==> config.mk <==
export PLATFORM = sky130hd
export DESIGN_NAME = ps2_set2_decoder
export DESIGN_NICKNAME = d
export VERILOG_FILES = /design/src/rtl/ps2_set2_decoder.sv
export SDC_FILE = /design/constraint.sdc
export NUM_CORES = 1
export LEC_CHECK = 0
export CORE_ASPECT_RATIO = 0.75
export CORE_MARGIN = 10
export CORE_UTILIZATION = 28
export CTS_CLUSTER_DIAMETER = 120
export DETAILED_ROUTE_END_ITERATION = 12
export GPL_TIMING_DRIVEN = 0
export PLACE_DENSITY = 0.57
export RECOVER_POWER = 100
export SLEW_MARGIN = 0
export SYNTH_ARGS = -nofsm -noshare
export SYNTH_HDL_FRONTEND = slang
export SYNTH_SLANG_ARGS = --single-unit
==> constraint.sdc <==
create_clock -name clk -period 3.2 [get_ports clk]
set_input_delay 0.64 -clock clk [delete_from_list [all_inputs] [get_ports clk]]
set_output_delay 0.64 -clock clk [all_outputs]
set_load 0.01 [all_outputs]
==> src/rtl/ps2_set2_decoder.sv <==
module ps2_set2_decoder #(
  parameter int BYTE_W  = 8,
  parameter int PSE_LEN = 8
) (
  input  logic              clk,
  input  logic              rst_n,
  input  logic              code_valid,
  input  logic [BYTE_W-1:0] code_byte,
  output logic              rpt_valid,
  output logic [7:0]        rpt_b0,
  output logic [7:0]        rpt_b1
);
  localparam int IDX_W = $clog2(PSE_LEN);
  localparam logic [7:0] K_PAUSE  = 8'd72;
  localparam logic [7:0] K_CAPS   = 8'd57;
  localparam logic [7:0] K_NUM    = 8'd83;
  localparam logic [7:0] K_SCROLL = 8'd71;

  function automatic logic [8:0] key_of(input logic ext, input logic [7:0] c);
    if (!ext) begin
      case (c)
        8'h00: return {1'b1, 8'd1};
        8'hFC: return {1'b1, 8'd2};
        8'h1C: return {1'b1, 8'd4};
        8'h32: return {1'b1, 8'd5};
        8'h21: return {1'b1, 8'd6};
        8'h23: return {1'b1, 8'd7};
        8'h5A: return {1'b1, 8'd40};
        8'h76: return {1'b1, 8'd41};
        8'h66: return {1'b1, 8'd42};
        8'h0D: return {1'b1, 8'd43};
        8'h29: return {1'b1, 8'd44};
        8'h05: return {1'b1, 8'd58};
        8'h58: return {1'b1, 8'd57};
        8'h77: return {1'b1, 8'd83};
        8'h7E: return {1'b1, 8'd71};
        8'h14: return {1'b1, 8'd165};
        8'h12: return {1'b1, 8'd166};
        8'h11: return {1'b1, 8'd167};
        8'h59: return {1'b1, 8'd170};
        default: return 9'd0;
      endcase
    end else begin
      case (c)
        8'h74: return {1'b1, 8'd79};
        8'h6B: return {1'b1, 8'd80};
        8'h72: return {1'b1, 8'd81};
        8'h75: return {1'b1, 8'd82};
        8'h14: return {1'b1, 8'd169};
        8'h11: return {1'b1, 8'd171};
        8'h5A: return {1'b1, 8'd88};
        8'h4A: return {1'b1, 8'd84};
        default: return 9'd0;
      endcase
    end
  endfunction

  function automatic logic [7:0] pause_byte(input logic [IDX_W-1:0] i);
    case (i)
      3'd0, 3'd3: return 8'hE1;
      3'd1, 3'd5: return 8'h14;
      3'd2, 3'd7: return 8'h77;
      default:    return 8'hF0;
    endcase
  endfunction

  logic             ext_q, brk_q;
  logic [IDX_W-1:0] pse_q;
  logic [2:0]       lk_q, held_q;

  logic       in_pause, pause_hit, pause_done, plain_path;
  logic       is_e0, is_f0, is_e1, is_prefix, special;
  logic [8:0] look;
  logic       fire, ev_make;
  logic [7:0] ev_key;
  logic [2:0] sel, lk_n, held_n;

  wire [7:0] b = code_byte[7:0];

  assign in_pause   = (pse_q != '0);
  assign pause_hit  = in_pause && (b == pause_byte(pse_q));
  assign pause_done = pause_hit && (pse_q == IDX_W'(PSE_LEN - 1));
  assign plain_path = !pause_hit;

  assign is_e0     = (b == 8'hE0);
  assign is_f0     = (b == 8'hF0);
  assign is_e1     = (b == 8'hE1);
  assign is_prefix = is_e0 | is_f0 | is_e1;
  assign look      = key_of(ext_q, b);
  assign special   = !ext_q && (b == 8'h00 || b == 8'hFC);

  assign fire    = pause_done || (plain_path && !is_prefix && look[8]);
  assign ev_key  = pause_done ? K_PAUSE : look[7:0];
  assign ev_make = pause_done || special || !brk_q;

  assign sel = fire ? {ev_key == K_CAPS, ev_key == K_NUM, ev_key == K_SCROLL} : 3'b000;

  always_comb begin
    lk_n   = lk_q;
    held_n = held_q;
    for (int i = 0; i < 3; i++) begin
      if (sel[i] && ev_make && !held_q[i]) begin
        lk_n[i]   = ~lk_q[i];
        held_n[i] = 1'b1;
      end else if (sel[i] && !ev_make) begin
        held_n[i] = 1'b0;
      end
    end
  end

  always_ff @(posedge clk or negedge rst_n) begin
    if (!rst_n) begin
      ext_q     <= 1'b0;
      brk_q     <= 1'b0;
      pse_q     <= '0;
      lk_q      <= 3'b000;
      held_q    <= 3'b000;
      rpt_valid <= 1'b0;
      rpt_b0    <= 8'h00;
      rpt_b1    <= 8'h00;
    end else begin
      rpt_valid <= code_valid && fire;
      if (code_valid) begin
        lk_q   <= lk_n;
        held_q <= held_n;
        if (pause_hit) begin
          pse_q <= pause_done ? '0 : pse_q + 1'b1;
          ext_q <= 1'b0;
          brk_q <= 1'b0;
        end else if (is_e0) begin
          pse_q <= '0;
          ext_q <= 1'b1;
          brk_q <= 1'b0;
        end else if (is_f0) begin
          pse_q <= '0;
          brk_q <= 1'b1;
        end else if (is_e1) begin
          pse_q <= IDX_W'(1);
          ext_q <= 1'b0;
          brk_q <= 1'b0;
        end else begin
          pse_q <= '0;
          ext_q <= 1'b0;
          brk_q <= 1'b0;
        end
        if (fire) begin
          rpt_b0 <= {2'b11, 1'b0, lk_n, ev_key[7], ev_make};
          rpt_b1 <= {1'b0, ev_key[6:0]};
        end
      end
    end
  end
endmodule

==> out/qor.txt, run 1 <==
=====================================================================================================
Largest net degree at the start of global routing ......................................           26
P&R area growth vs syn .................................................................       23.47%
Number of nets with antenna violations after routing ...................................            0
Sequential area share after synthesis ..................................................       28.62%
Number of antenna violations at the first check in global routing ......................            0
Total chip power .......................................................................     882.6 uW
Clock buffer depth .....................................................................            2
Total global routing overflow ..........................................................            0
Final setup fails ......................................................................            0
Ratio of total power to cell area ...................................................... 327.0 nW/um^2
Antenna cell count .....................................................................            0
Number of global-route vias before repair ..............................................        2,099
Post-synthesis average cell area .......................................................  8.311 sq um
IO buf count ...........................................................................           20
Slew at the pin closest to its max-slew limit ..........................................      1150 ps
Final GP Congestion ....................................................................       0.9701
Final min period .......................................................................      3013 ps
Core Region ............................................................................   7466 sq um
Post-synthesis instance area ...........................................................   2186 sq um
Library cells used by synthesis ........................................................           65
Starting DRC count in detailed routing .................................................          158
Initial Utilization ....................................................................       29.28%
Worst min-delay path category .......................................................... flip-flop to flip-flop
Area enclosed by the die boundary ...................................................... 11,780 sq um
Overall die width ...................................................................... 122.0 microns
Share of cells above drive strength 1 ..................................................       17.41%
Peak VDD IR ............................................................................     188.6 uV
Clock Sinks ............................................................................           25
Relative slew slack ....................................................................       23.08%
Number of flops mapped to enable cells by yosys ........................................            0
Minimum hold slack .....................................................................     479.1 ps
Dominant combinational cell family by area after synthesis ............................. simple AND/OR/NAND/NOR gates
Routed length per placed instance ...................................................... 16.12 microns
GR Util All Layers .....................................................................       11.20%
Total I/O pin count ....................................................................           28
Clock root buffer master ...............................................................     clkbuf_8
Layer with the highest usage after global routing ......................................         met1
Met2 Resource Use GR ...................................................................       15.56%
Simple logic cell fraction of the synthesized area .....................................       29.94%
Most used cells in the layout excluding fill and tap cells ............................. 25 x dfrtp_1, 24 x nand2_1, 17 x o21ai_0, 16 x nor2_1, 16 x dlygate4sd3_1
Number of cell rows ....................................................................           27
Summed negative setup slack over all endpoints .........................................         0 ps
Die H .................................................................................. 96.52 microns
Slowest CP cell ........................................................................     clkbuf_1
Main synth FF type .....................................................................      dfrtp_1
Crit path largest cell delay ...........................................................       420 ps
Post-detailed-placement half-perimeter wirelength ...................................... 4911 microns
Routed vias/inst .......................................................................        5.368
Final Cycle Share ......................................................................       94.17%
Setup repair after global routing missed its margin ....................................           no
WP data arrival ........................................................................      3170 ps
Compound-cell area share of the yosys netlist ..........................................       23.81%
Clock tree from TritonCTS ..............................................................         done
Worst Clk Skew .........................................................................     8.173 ps
Global Route met3 Usage ................................................................       3.129%
Post-synthesis share of cell area spent on full adders, half adders and majority gates .       2.862%
Total DRC errors in the routed layout ..................................................            0
Global routing usage on met1 ...........................................................       16.55%
Number of H-tree levels ................................................................            1
Inserted Clock Buffers .................................................................            3
Data required, critical path ...........................................................      3360 ps
Fin util ...............................................................................       36.15%
Worst skew pair latency ................................................................       280 ps
Setup crit end kind ....................................................................    flip-flop
Number of cells produced by synthesis ..................................................          263
Number of warnings issued by yosys .....................................................            0
Number of nets in the layout ...........................................................          310
Routed Wire Length ..................................................................... 6352 microns
Max-cap check violation count ..........................................................            0
Highest clock rate .....................................................................    331.8 MHz
Status .................................................................................    completed
Max Transition Viols Final .............................................................            0
Cell breakdown of the critical path .................................................... buf_2 > clkbuf_1 > nor2_1 > and4_1 > o21bai_1 > nor4b_2 > a211oi_1 > o21ai_2 > clkbuf_4 > mux2_2
Share of the synthesized netlist area taken by xor and xnor gates ......................       5.209%
TritonRoute pass-1 iters ...............................................................            4
Fraction of synthesized area in multiplexers ...........................................       1.946%
Leading cell type in the layout, fill and taps excluded ................................      dfrtp_1
First-pass GRT wire length ............................................................. 10,850 microns
FF+latch count, synth ..................................................................           25
Number of fill cells ...................................................................          789
Total leakage power ....................................................................     1.087 nW
Critical path startpoint category ...................................................... primary input
Critical path type ..................................................................... primary input to flip-flop
Fraction of registers with async set/reset .............................................       100.0%
Clk pin slew, worst setup/hold paths ...................................................        80 ps
Routed via count .......................................................................        2,115
Critical path fanouts, max .............................................................           10
Number of failing hold endpoints at the final stage ....................................            0
=====================================================================================================
-- sequential cells by signal, indices dropped and copies added, names as in the netlist --
register,flops
held_q,3
pse_q,3
lk_q,3
brk_q,1
rpt_b0,6
rpt_valid,1
rpt_b1,7
ext_q,1
-- cell families (layout without fill, tap and decap cells) --
| family | Yosys count | after routing |
|---|---|---|
| xor gates and xnor gates | 13 | 13 |
| other | 1 | 2 |
| DFF | 25 | 25 |
| and+or+nand+nor | 110 | 110 |
| adders and majority gates | 5 | 5 |
| AOI/OAI and AO/OA | 71 | 71 |
| buffers and inverters | 34 | 63 |
| muxes | 4 | 4 |
-- metrics by stage --
step,instance area [sq um],worst slack (ps),cells
after floorplan,2190,323.8,264
after global placement,2516,-729.6,385
after detailed placement,2516,-672.2,385
after CTS,2623,7.998,393
after global routing,2699,20.93,394
final,2699,186.6,394
-- area by class of cell --
cell class | count | area [sq um] | area share (%)
well taps | 101 | 126.4 | 4.682
flip-flops and latches | 25 | 625.6 | 23.18
plain buffers | 23 | 137.6 | 5.100
repair buffers | 25 | 245.2 | 9.087
clock buffers | 4 | 45.04 | 1.669
inverters | 11 | 42.54 | 1.576
multi-input cells | 205 | 1476 | 54.71
-- synthesized netlist by cell type, types with 4 or more instances --
master	count	area (sq um)
clkbuf_1	7	26.28
dfrtp_1	25	625.6
xnor2_1	10	87.58
inv_1	10	37.54
a21oi_1	7	35.03
nor2b_1	6	37.54
nand4_1	4	25.02
o21ai_0	18	90.09
buf_2	10	50.05
nor2_1	16	60.06
nor3_1	6	30.03
nor4_1	6	37.54
and4_1	4	35.03
o31ai_1	7	52.55
ha_1	5	62.56
buf_4	4	30.03
nand3_1	6	30.03
nand2b_1	9	56.30
nand2_1	24	90.09
-- where the power goes --
part	switching, mW	internal, mW	total [mW]	leakage, nW
Sequential	0.0299	0.366	0.396	0.329
Clock	0.105	0.0893	0.194	0.0228
Combinational	0.157	0.135	0.292	0.736
-- layer usage --
layer | vias to the layer above | routed length, microns | part of all wire [%]
met2 | 76 | 2569 | 40
li1 | 1026 | - | -
met1 | 1005 | 3198 | 50
met5 | - | 0 | 0
met3 | 8 | 514 | 8.1
met4 | 0 | 70 | 1.1
-- timing repair --
item	in CTS	in global routing
setup endpoints to repair	15	16
pin swaps	3	1
setup buffers	4	1
resized for setup	6	22
hold buffers	0	0
-- worst max-delay path, delay by kind of cell --
kind	cells	cell delay, ps
buffers and inverters	3	910
and+or+nand+nor	3	730
muxes	1	340
AOI/OAI and AO/OA	3	550
-- path summary, 6_finish.rpt --
check / start / end / slack (ps) / depth (start not counted)
worst min register to register: rpt_b1[5]$_DFFE_PN0P_ / rpt_b1[5]$_DFFE_PN0P_ / 480 / 1
worst max-delay path: code_byte[2] / rpt_b1[2]$_DFFE_PN0P_ / 190 / 10
worst min-delay path: rpt_b1[5]$_DFFE_PN0P_ / rpt_b1[5]$_DFFE_PN0P_ / 480 / 1
worst max register to register: pse_q[0]$_DFFE_PN0P_ / held_q[1]$_DFFE_PN0P_ / 200 / 10
min in group asynchronous: rst_n / pse_q[1]$_DFFE_PN0P_ / 1030 / 1
max in group asynchronous: rst_n / held_q[1]$_DFFE_PN0P_ / 1470 / 1
No activity file was read; power rests on OpenSTA's default activity.
==> run 2: changes to the inputs <==
--- a/config.mk
+++ b/config.mk
@@ -5,13 +5,15 @@
 export SDC_FILE = /design/constraint.sdc
 export NUM_CORES = 1
 export LEC_CHECK = 0
+export CAP_MARGIN = 40
 export CORE_ASPECT_RATIO = 0.75
 export CORE_MARGIN = 10
-export CORE_UTILIZATION = 28
+export CORE_UTILIZATION = 30
 export CTS_CLUSTER_DIAMETER = 120
 export DETAILED_ROUTE_END_ITERATION = 12
 export GPL_TIMING_DRIVEN = 0
-export PLACE_DENSITY = 0.57
+export HOLD_SLACK_MARGIN = 0.02
+export PLACE_DENSITY = 0.6
 export RECOVER_POWER = 100
 export SLEW_MARGIN = 0
 export SYNTH_ARGS = -nofsm -noshare
==> out/qor.txt, run 2 (synthesis gave the netlist of run 1 again) <==
================================================================================
Status ............................................................    completed
Number of failing hold endpoints at the final stage ...............            0
Worst setup path startpoint ....................................... code_byte[2]
Initial Utilization ...............................................       31.40%
Critical path fanouts, max ........................................           10
Max Transition Viols Final ........................................            0
Number of cell rows ...............................................           26
IO buf count ......................................................           20
Total I/O pin count ...............................................           28
Antenna cell count ................................................            0
Number of fill cells ..............................................          737
Inserted Clock Buffers ............................................            3
Most used cells in the layout excluding fill and tap cells ........ 25 x dfrtp_1, 24 x nand2_1, 17 x o21ai_0, 16 x nor2_1, 16 x dlygate4sd3_1
Reg-to-reg critical path endpoint ................................. held_q[1]$_DFFE_PN0P_
Slew at the pin closest to its max-slew limit .....................     823.4 ps
Worst min-delay path category ..................................... flip-flop to flip-flop
Routed Wire Length ................................................ 6318 microns
Share of cells above drive strength 1 .............................       18.73%
Number of antenna violations at the first check in global routing .            0
Final GP Congestion ...............................................       0.9605
Worst Reg-to-Reg Cells ............................................           10
Total chip power ..................................................     890.9 uW
Routed via count ..................................................        2,121
Setup repair after global routing missed its margin ...............           no
Total DRC errors in the routed layout .............................            0
Number of global-route vias before repair .........................        2,086
Highest metal layer with signal wires .............................         met4
Data required, critical path ......................................      3370 ps
Reg with most FFs .................................................       rpt_b1
Clk pin slew, worst setup/hold paths ..............................       100 ps
Routed length per placed instance ................................. 15.91 microns
Non-filler instance count after layout ............................          397
GR Util All Layers ................................................       11.27%
Leading cell type in the layout, fill and taps excluded ...........      dfrtp_1
Largest net degree at the start of global routing .................           16
Worst Clk Skew ....................................................     7.010 ps
Max FFs per register ..............................................            7
Ratio of total power to cell area ................................. 326.8 nW/um^2
Number of buffer and inverter stages on the critical path .........            3
Clock root buffer master ..........................................     clkbuf_8
Crit path largest cell delay ......................................       470 ps
Core Region .......................................................   6962 sq um
Final min period ..................................................      2988 ps
Top Registers ..................................................... rpt_b1 (7), rpt_b0 (6)
Relative slew slack ...............................................       45.11%
Critical path startpoint category ................................. primary input
Total leakage power ...............................................     1.110 nW
Overall die width ................................................. 118.6 microns
Clock Sinks .......................................................           25
Worst skew pair latency ...........................................       270 ps
Reg2reg start ..................................................... pse_q[0]$_DFFE_PN0P_
Most Frequent Cell on Critical Path ...............................     clkbuf_2
Cell breakdown of the critical path ............................... buf_2 > clkbuf_2 > nor2_1 > and4_1 > o21bai_1 > nor4b_1 > a211oi_1 > o21ai_2 > clkbuf_2 > mux2_2
Hold-critical path endpoint ....................................... rpt_b0[4]$_DFFE_PN0P_
Reg-to-reg setup timing slack .....................................       260 ps
Post-detailed-placement half-perimeter wirelength ................. 4842 microns
Peak VDD IR .......................................................     168.0 uV
Setup crit end kind ...............................................    flip-flop
Area enclosed by the die boundary ................................. 11,140 sq um
Number of H-tree levels ...........................................            1
First-pass GRT wire length ........................................ 10,610 microns
Routed metal-1 wirelength ......................................... 3192 microns
CP top delay family ............................................... simple AND/OR/NAND/NOR gates
Depth of the worst hold-timing path ...............................            2
Number of nets in the layout ......................................          316
Fin util ..........................................................       39.16%
Hold path startpoint .............................................. rpt_b0[4]$_DFFE_PN0P_
Clock tree from TritonCTS .........................................         done
Highest clock rate ................................................    334.7 MHz
Final Cycle Share .................................................       93.38%
Max-cap check violation count .....................................            0
Met3 wire length ..................................................  527 microns
WP data arrival ...................................................      3160 ps
Summed negative setup slack over all endpoints ....................         0 ps
Critical path type ................................................ primary input to flip-flop
Die H ............................................................. 93.93 microns
Number of cells in the design after placement .....................          383
Starting DRC count in detailed routing ............................          215
TritonRoute pass-1 iters ..........................................            4
Number of nets with antenna violations after routing ..............            0
Clock buffer depth ................................................            2
Met2 WL ........................................................... 2558 microns
Routed vias/inst ..................................................        5.343
Total global routing overflow .....................................            0
Slowest CP cell ...................................................      nor4b_1
P&R area growth vs syn ............................................       24.73%
Final setup fails .................................................            0
================================================================================
[run 2: changes by cell type in the layout (fill, tap and decap cells not counted)]
cell / previous run / this run
clkbuf_4: 1 / 0
nor4_2: 2 / 1
clkbuf_1: 5 / 4
clkinvlp_4: 0 / 1
clkbuf_2: 4 / 6
nor4_1: 4 / 5
nor4b_2: 1 / 0
nor4b_1: 2 / 3
buf_4: 8 / 13
[run 2: metrics by stage]
stage | setup WS (ps) | hold WS, ps | cell area [sq um]
3_3_place_gp | -666.6 | 475.8 | 2512
5_1_grt | 38.20 | 507.2 | 2726
6_report | 211.9 | 485.3 | 2726
4_1_cts | 18.59 | 498.0 | 2643
3_5_place_dp | -673.2 | 469.8 | 2540
2_1_floorplan | 323.8 | 344.4 | 2190
[run 2: final cells by class]
cell class	count	area, sq um	share of cell area [%]
multi-input combinational	205	1464	53.69
timing repair buffer	31	284.0	10.42
clock inverter	1	7.507	0.2754
buffer	23	138.9	5.094
clock buffer	3	41.29	1.514
sequential	25	625.6	22.95
inverter	11	42.54	1.560
tap	98	122.6	4.497
[run 2: worst max-delay path by stage]
stage | endpoint | slack (ps) | depth (start not counted)
5_1_grt | rpt_b1[5]$_DFFE_PN0P_ | 40 | 11
3_3_place_gp | rpt_b1[4]$_DFFE_PN0P_ | -670 | 9
2_1_floorplan | lk_q[1]$_DFFE_PN0P_ | 320 | 9
6_report | rpt_b1[2]$_DFFE_PN0P_ | 210 | 10
3_5_place_dp | rpt_b1[4]$_DFFE_PN0P_ | -670 | 9
4_1_cts | lk_q[1]$_DFFE_PN0P_ | 20 | 10
[run 2: timing repair]
item / in CTS / in global routing
pin swaps: 2 / 4
resized for setup: 6 / 22
setup endpoints to repair: 15 / 15
gates cloned: 0 / 0
setup buffers: 4 / 6
hold buffers: 0 / 0
[run 2: worst reg2reg max path: stages (launching register included)]
cell and delay [ps]:
dfrtp_1 480, inv_1 100, ha_1 240, o21bai_1 220, o2bb2ai_1 130, a22oi_2 270, nor3_2 110, or4_4 590
or3_4 430, o21ai_0 150, o31ai_1 90
[run 2: routing by layer]
metal  vias up  track usage (%)
met4         0            1.826
met1      1004            16.79
met2        78            15.90
li1       1033                -
met3         6            2.883
met5         -                0
[run 2: power by group]
| group | switching (mW) | leakage [nW] | total (mW) | internal (mW) |
|---|---|---|---|---|
| registers | 0.0320 | 0.329 | 0.399 | 0.367 |
| clock network | 0.108 | 0.0217 | 0.196 | 0.0884 |
| logic | 0.158 | 0.759 | 0.296 | 0.138 |
| total | 0.298 | 1.11 | 0.891 | 0.593 |
==> run 3: changes to the inputs <==
--- a/config.mk
+++ b/config.mk
@@ -13,6 +13,7 @@
 export DETAILED_ROUTE_END_ITERATION = 12
 export GPL_TIMING_DRIVEN = 0
 export HOLD_SLACK_MARGIN = 0.02
+export MAX_ROUTING_LAYER = met4
 export PLACE_DENSITY = 0.6
 export RECOVER_POWER = 100
 export SLEW_MARGIN = 0
==> out/qor.txt, run 3 (synthesis gave the netlist of run 1 again) <==
================================================================================
Status ............................................................    completed
Inserted Clock Buffers ............................................            3
Number of failing hold endpoints at the final stage ...............            0
Core Region .......................................................   6962 sq um
Max Transition Viols Final ........................................            0
Post-detailed-placement half-perimeter wirelength ................. 4899 microns
Routed via count ..................................................        2,128
Routed length per placed instance ................................. 16.15 microns
Highest clock rate ................................................    333.5 MHz
Global Route met3 Usage ...........................................       3.423%
P&R area growth vs syn ............................................       23.87%
Clock root buffer master ..........................................     clkbuf_8
Critical path startpoint category .................................    flip-flop
Most used cells in the layout excluding fill and tap cells ........ 25 x dfrtp_1, 24 x nand2_1, 18 x o21ai_0, 16 x nor2_1, 16 x dlygate4sd3_1
Clock network power share .........................................        21.5%
IO buf count ......................................................           20
Data required, critical path ......................................      3400 ps
Ratio of total power to cell area ................................. 325.7 nW/um^2
Die H ............................................................. 93.93 microns
Share of cells above drive strength 1 .............................       17.23%
Setup repair after global routing missed its margin ...............           no
Max-cap check violation count .....................................            0
Final min period ..................................................      2998 ps
Total DRC errors in the routed layout .............................            0
Total I/O pin count ...............................................           28
First-pass GRT wire length ........................................ 10,850 microns
Clk pin slew, worst setup/hold paths ..............................        90 ps
Critical path type ................................................ flip-flop to flip-flop
Top Registers ..................................................... rpt_b1 (7), rpt_b0 (6)
Leading cell type in the layout, fill and taps excluded ...........      dfrtp_1
Number of nets with antenna violations after routing ..............            0
Relative slew slack ...............................................       42.50%
Area enclosed by the die boundary ................................. 11,140 sq um
Max FFs per register ..............................................            7
Total leakage power ...............................................     1.091 nW
GR Util All Layers ................................................       12.06%
Net load switching power ..........................................     289.9 uW
Final setup fails .................................................            0
Routed vias/inst ..................................................        5.401
Setup crit end kind ...............................................    flip-flop
Number of H-tree levels ...........................................            1
Largest net degree at the start of global routing .................           16
Final Cycle Share .................................................       93.69%
TritonRoute pass-1 iters ..........................................            4
Clock tree from TritonCTS .........................................         done
Initial Utilization ...............................................       31.40%
Worst skew pair latency ...........................................       270 ps
Clock buffer depth ................................................            2
Relative contribution of sequential cells to total power ..........        45.2%
Clock Sinks .......................................................           25
Overall die width ................................................. 118.6 microns
Worst min-delay path category ..................................... flip-flop to flip-flop
Number of antenna violations at the first check in global routing .            0
Worst Clk Skew ....................................................     3.550 ps
Switching Share ...................................................       32.88%
Number of nets in the layout ......................................          313
Slew at the pin closest to its max-slew limit .....................     862.5 ps
Summed negative setup slack over all endpoints ....................         0 ps
Number of global-route vias before repair .........................        2,088
Met2 Resource Use GR ..............................................       16.54%
Final GP Congestion ...............................................       0.9688
P_int .............................................................     591.8 uW
Starting DRC count in detailed routing ............................          207
Fraction of power consumed by combinational cells .................        33.3%
Antenna cell count ................................................            0
Total global routing overflow .....................................            0
Number of cell rows ...............................................           26
Routed Wire Length ................................................ 6362 microns
Total chip power ..................................................     881.7 uW
Reg with most FFs .................................................       rpt_b1
Layer with the highest usage after global routing .................         met1
Global routing usage on met1 ......................................       17.14%
Peak VDD IR .......................................................     192.0 uV
Critical path fanouts, max ........................................            8
WP data arrival ...................................................      3190 ps
================================================================================
==> run 3: cell count changes in the layout (fill, tap and decap cells not counted) <==
| cell | delta |
|---|---|
| a2111oi_0 | -1 |
| a2111oi_1 | +1 |
| buf_2 | +1 |
| buf_4 | -4 |
| clkbuf_1 | +4 |
| clkbuf_2 | -3 |
| clkinvlp_4 | -1 |
| nor4b_1 | -2 |
| nor4b_2 | +2 |
| o21ai_0 | +1 |
| o21ai_1 | -1 |
==> run 3: per-layer routing <==
| metal | part of all wire (%) | routed length [microns] |
|---|---|---|
| met1 | 53 | 3372 |
| met4 | 0.53 | 34 |
| met2 | 41 | 2600 |
| met5 | 0 | 0 |
| met3 | 5.6 | 354 |
==> run 3: final cells by class <==
cell class                      count  area [sq um]
Fill cell                         734          4254
Multi-Input combinational cell    205          1478
Sequential cell                    25         625.6
Timing Repair Buffer               28         256.5
Buffer                             23         137.6
Tap cell                           98         122.6
Clock buffer                        4         45.04
Inverter                           11         42.54
==> run 3: power groups by stage <==
stage | logic (mW) | clock network (mW) | registers (mW)
final | 0.294 | 0.189 | 0.398
after global routing | 0.328 | 0.212 | 0.405
after CTS | 0.302 | 0.197 | 0.401
after detailed placement | 0.293 | 0 | 0.406
after global placement | 0.288 | 0 | 0.406
after floorplan | 0.153 | 0 | 0.417
==> run 3: through the flow <==
step | hold slack (ps) | util (%) | instances | area, sq um | worst slack, ps
finish | 486.0 | 38.89 | 394 | 2708 | 201.8
CTS | 493.7 | 37.74 | 389 | 2628 | 0.02842
detailed placement | 465.5 | 36.30 | 383 | 2527 | -722.0
global placement | 465.5 | 36.09 | 382 | 2512 | -710.6
floorplan | 344.4 | - | 264 | 2190 | 323.8
global route | 514.6 | 38.89 | 394 | 2708 | 14.21
==> run 3: critical path: stages (launching register included) <==
cell and delay [ps]:
dfrtp_1 480, inv_1 100, ha_1 240, o21bai_1 230, o2bb2ai_1 130, a22oi_2 270
nor3_2 110, or4_4 590, or3_4 430, nor4_4 150, xor2_1 170
==> run 3: worst paths after layout <==
kind	start	endpoint	slack, ps	cells past startpoint
max	pse_q[0]$_DFFE_PN0P_	lk_q[1]$_DFFE_PN0P_	200	10
min	rpt_b0[0]$_DFFE_PN0P_	rpt_b0[0]$_DFFE_PN0P_	490	2
max reg2reg	pse_q[0]$_DFFE_PN0P_	lk_q[1]$_DFFE_PN0P_	200	10
min reg2reg	rpt_b0[0]$_DFFE_PN0P_	rpt_b0[0]$_DFFE_PN0P_	490	2
max in group asynchronous	rst_n	rpt_b1[1]$_DFFE_PN0P_	1300	2
min in group asynchronous	rst_n	pse_q[1]$_DFFE_PN0P_	760	1
==> run 3: timing repair <==
item | 4_1_cts | 5_1_grt
gates resized for setup | 9 | 20
hold buffers | 0 | 0
setup endpoints to repair | 15 | 15
pin swaps | 3 | 3
buffers inserted | 2 | 5
